--- src/rtl/tpo_ctrl.sv ---
module tpo_ctrl #(
  parameter int GROUPS   = 4,
  parameter int GW       = 4,
  parameter int CHANNELS = 4
) (
  input  logic                     clk,
  input  logic                     rst_n,
  input  logic                     bus_we,
  input  logic [1:0]               bus_addr,
  input  logic [GROUPS*GW-1:0]     bus_wdata,
  output logic [GROUPS*GW-1:0]     bus_rdata,
  input  logic [CHANNELS-1:0]      cmp_stb,
  output logic [GROUPS*GW-1:0]     pat_o
);
  localparam int W    = GROUPS * GW;
  localparam int SW   = $clog2(CHANNELS);
  localparam int SELW = GROUPS * SW;

  logic [W-1:0]    nd_q, en_q, pat_q, load;
  logic [SELW-1:0] sel_q;
  logic [GROUPS-1:0] grp_trig;

  for (genvar g = 0; g < GROUPS; g++) begin : g_grp
    logic [SW-1:0] fsel;
    assign fsel        = sel_q[g*SW +: SW];
    assign grp_trig[g] = cmp_stb[fsel];
    assign load[g*GW +: GW] = {GW{grp_trig[g]}} & en_q[g*GW +: GW];
  end

  always_ff @(posedge clk or negedge rst_n) begin
    if (!rst_n) begin
      nd_q  <= '0;
      en_q  <= '0;
      sel_q <= '1;
      pat_q <= '0;
    end else begin
      pat_q <= (pat_q & ~load) | (nd_q & load);
      if (bus_we) begin
        case (bus_addr)
          2'd0:    nd_q  <= bus_wdata;
          2'd1:    en_q  <= bus_wdata;
          2'd2:    sel_q <= bus_wdata[SELW-1:0];
          default: ;
        endcase
      end
    end
  end

  always_comb begin
    case (bus_addr)
      2'd0:    bus_rdata = nd_q;
      2'd1:    bus_rdata = en_q;
      2'd2:    bus_rdata = {{(W-SELW){1'b0}}, sel_q};
      default: bus_rdata = pat_q;
    endcase
  end

  assign pat_o = pat_q;
endmodule

--- config.mk ---
export PLATFORM = sky130hd
export DESIGN_NAME = tpo_ctrl
export DESIGN_NICKNAME = d
export VERILOG_FILES = /design/src/rtl/tpo_ctrl.sv
export SDC_FILE = /design/constraint.sdc
export NUM_CORES = 1
export LEC_CHECK = 0
export BUFFER_PORTS_ARGS = -buffer_cell sky130_fd_sc_hd__clkbuf_2
export CAP_MARGIN = 40
export CORE_MARGIN = 4
export CORE_UTILIZATION = 30
export DETAILED_ROUTE_END_ITERATION = 8
export PLACE_DENSITY = 0.56
export SYNTH_ARGS = -nofsm -noshare
export SYNTH_HDL_FRONTEND = slang
export SYNTH_SLANG_ARGS = --single-unit
--- constraint.sdc ---
create_clock -name clk -period 2.14 [get_ports clk]
set_input_delay 0.107 -clock clk [delete_from_list [all_inputs] [get_ports clk]]
set_output_delay 0.107 -clock clk [all_outputs]
set_load 0.01 [all_outputs]
==> results_dict.tcl <==
set metrics [dict create \
    cp_max_fo 4 \
    io_buffers 56 \
    dpl_worst_slack_ns 0.4692 \
    end_kind "flip-flop" \
    rsz0062_at_grt "false" \
    status "complete, no violations" \
    slew-limit-headroom_pct 58.38 \
    track_usage_pct 12.15 \
    holdWs_ns 0.04414 \
    core_area_mm2 0.008678 \
    final_hold_viol_count 0 \
    antenna_found_initial 0 \
    drt-vias-per-instance 4.809 \
    drc 0 \
    netlist_area_mm2 0.002660 \
    layout_setup_ws_ns 0.4539 \
    critPathSlowestCell "mux4_2" \
    peakVddDrop_v 0.0004009 \
    grt_max_degree 36 \
    final_net_count 262 \
    num_vias 1664 \
    num_io_pins 57 \
    crit_type "flip-flop to flip-flop" \
    dr.pass1.iters 4 \
    grt_pass1_vias 1746 \
    skew_ns 0.01298 \
    wire_per_inst_um 17.18 \
    die_w_um 102.2 \
    startpoint_type "flip-flop" \
    cts_tree "built" \
    place_area_mm2 0.003055 \
    synth-seq-cells 56 \
    max_cap_viol_count 0 \
    syn_nets 200 \
    syn_to_final_growth_pct 18.77 \
    synth.largest_area_cell "dfrtp_1" \
    netlist_instances 175 \
    p_leak_nw 1.419 \
    clock_latency_ns 0.31 \
    diodes 0 \
    final_layout_size_suffix_gt1_share_pct 60.50 \
    synth_area_leaders "dfrtp_1 45%, mux2_2 24%, dfstp_2 7.9%, mux4_2 7.6%, nand2_1 3.4%" \
    htree_levels 2 \
    path_clk_slew_ns 0.10 \
    final_area_mm2 0.003159 \
    crit_chain "mux4_2 > nand2_1 > mux2_2" \
    max_freq_mhz 593.1 \
    cts-buffers-inserted 5 \
    grt_overflow 0 \
    crit_required_ns 2.33 \
    die-area_mm2 0.01044 \
    rows 34 \
    root_buffer "clkbuf_8" \
    period_share_pct 78.79 \
    slowest_delay_ns 0.57 \
    slew_viol_final 0 \
    ys_seq_area_share_pct 53.06 \
    clock-sinks 56 \
    worst-path-buf-inv 0 \
    layout_min_cycle_time_ns 1.686 \
    final.fill_count 897 \
    yosysWarnings 0 \
    gp_routability_congestion 0.6906 \
    timing.final.setup_violations 0 \
    start_util_pct 30.65 \
    wl_um 5945 \
    ant_nets 0 \
    synthDistinctLibCells 18 \
    max_slew.worst_pin.slew_ns 0.6244 \
    die_height_um 102.2 \
    post-route-util_pct 36.40 \
    clk_path_buf_depth 2 \
    avgSynthCellArea_um2 15.20 \
    drt_iter0_markers 31 \
    power.density_mw_per_mm2 1010 \
    cp_top_family "multiplexers" \
    grt_pass1_wl_um 9611 \
    dp_hpwl_um 4361 \
    hold_path_class "input pin to flip-flop" \
    tns_ns 0 \
    synth_top_cell_area_share_pct 45.16 \
    critical_path_arrival_ns 1.88 \
]
==> path summary, 6_finish.rpt <==
check | from | end | slack, ns | cells after the start
min in group asynchronous | rst_n | en_q[10] | 0.34 | 2
max reg2reg | sel_q[6] | flip-flop | 0.45 | 3
min reg2reg | nd_q[5] | nd_q[5] | 0.53 | 1
max | sel_q[6] | flip-flop | 0.45 | 3
min | bus_wdata[11] | en_q[11] | 0.04 | 2
max in group asynchronous | rst_n | sel_q[2] | 1.12 | 3
==> kinds of logic (layout without fill, tap and decap cells) <==
kind of cell / Yosys count / in the layout / synth area share (%)
buffers and inverters: 7 / 70 / 2.634
flip-flops: 56 / 56 / 53.06
AND/OR/NAND/NOR: 28 / 28 / 5.504
AO/OA/AOI/OAI: 8 / 8 / 1.505
multiplexers: 76 / 76 / 37.30
==> Yosys cell counts <==
library cell  count
nand3b_4          1
mux2_2           56
nand2_1          24
mux4_1            3
o21ai_0           8
dfstp_2           8
mux2i_1           8
dfrtp_1          48
clkbuf_8          2
buf_8             1
and2_1            1
nand3b_2          1
mux4_2            9
buf_2             1
nor3b_4           1
clkbuf_1          1
buf_6             1
buf_4             1
==> cell type report <==
cell class / count / area (µm²) / area share, %
Tap cell: 108 / 135.1 / 4.277
Multi-Input combinational cell: 112 / 1179 / 37.31
Sequential cell: 56 / 1411 / 44.67
Clock buffer: 7 / 86.33 / 2.733
Timing Repair Buffer: 62 / 340.3 / 10.77
Clock inverter: 1 / 7.507 / 0.2376
==> report_power, final <==
part	internal, W	switching (W)
Sequential	0.00138	0.000230
Clock	0.000264	0.000333
Combinational	0.000552	0.000434
==> placed cells by master (no fill, tap or decap) <==
cell and instances:
nand3b_4 1, buf_12 1, nand3b_2 1, mux2_2 56
clkinvlp_4 1, mux2i_1 8, mux4_1 3, dfrtp_1 48
o21ai_0 8, clkbuf_8 6, nand2_1 24, dfstp_2 8
dlygate4sd3_1 1, clkbuf_1 1, nor3b_4 1, buf_4 4
clkbuf_2 56, mux4_2 9, and2_1 1
==> per-layer routing <==
metal,vias to the layer above,wire [µm],GRT usage (%)
met5,-,0,0
met4,0,45,3.330
met3,5,269,2.799
met2,34,2917,19.74
met1,855,2711,16.39
li1,770,-,-
==> what timing repair did <==
action | 4_1_cts | 5_1_grt
gates resized for setup | 0 | 0
setup buffers | 0 | 0
hold buffers | 1 | 0
hold endpoints to repair | 21 | 0
==> per-stage QoR <==
| step | std cells | power [W] |
|---|---|---|
| 2_1_floorplan | 175 | 0.002197 |
| 3_3_place_gp | 337 | 0.002614 |
| 3_5_place_dp | 337 | 0.002640 |
| 4_1_cts | 346 | 0.003246 |
| 5_1_grt | 346 | 0.003409 |
| 6_report | 346 | 0.003192 |
Note: power is estimated with default switching activity, not from simulation.
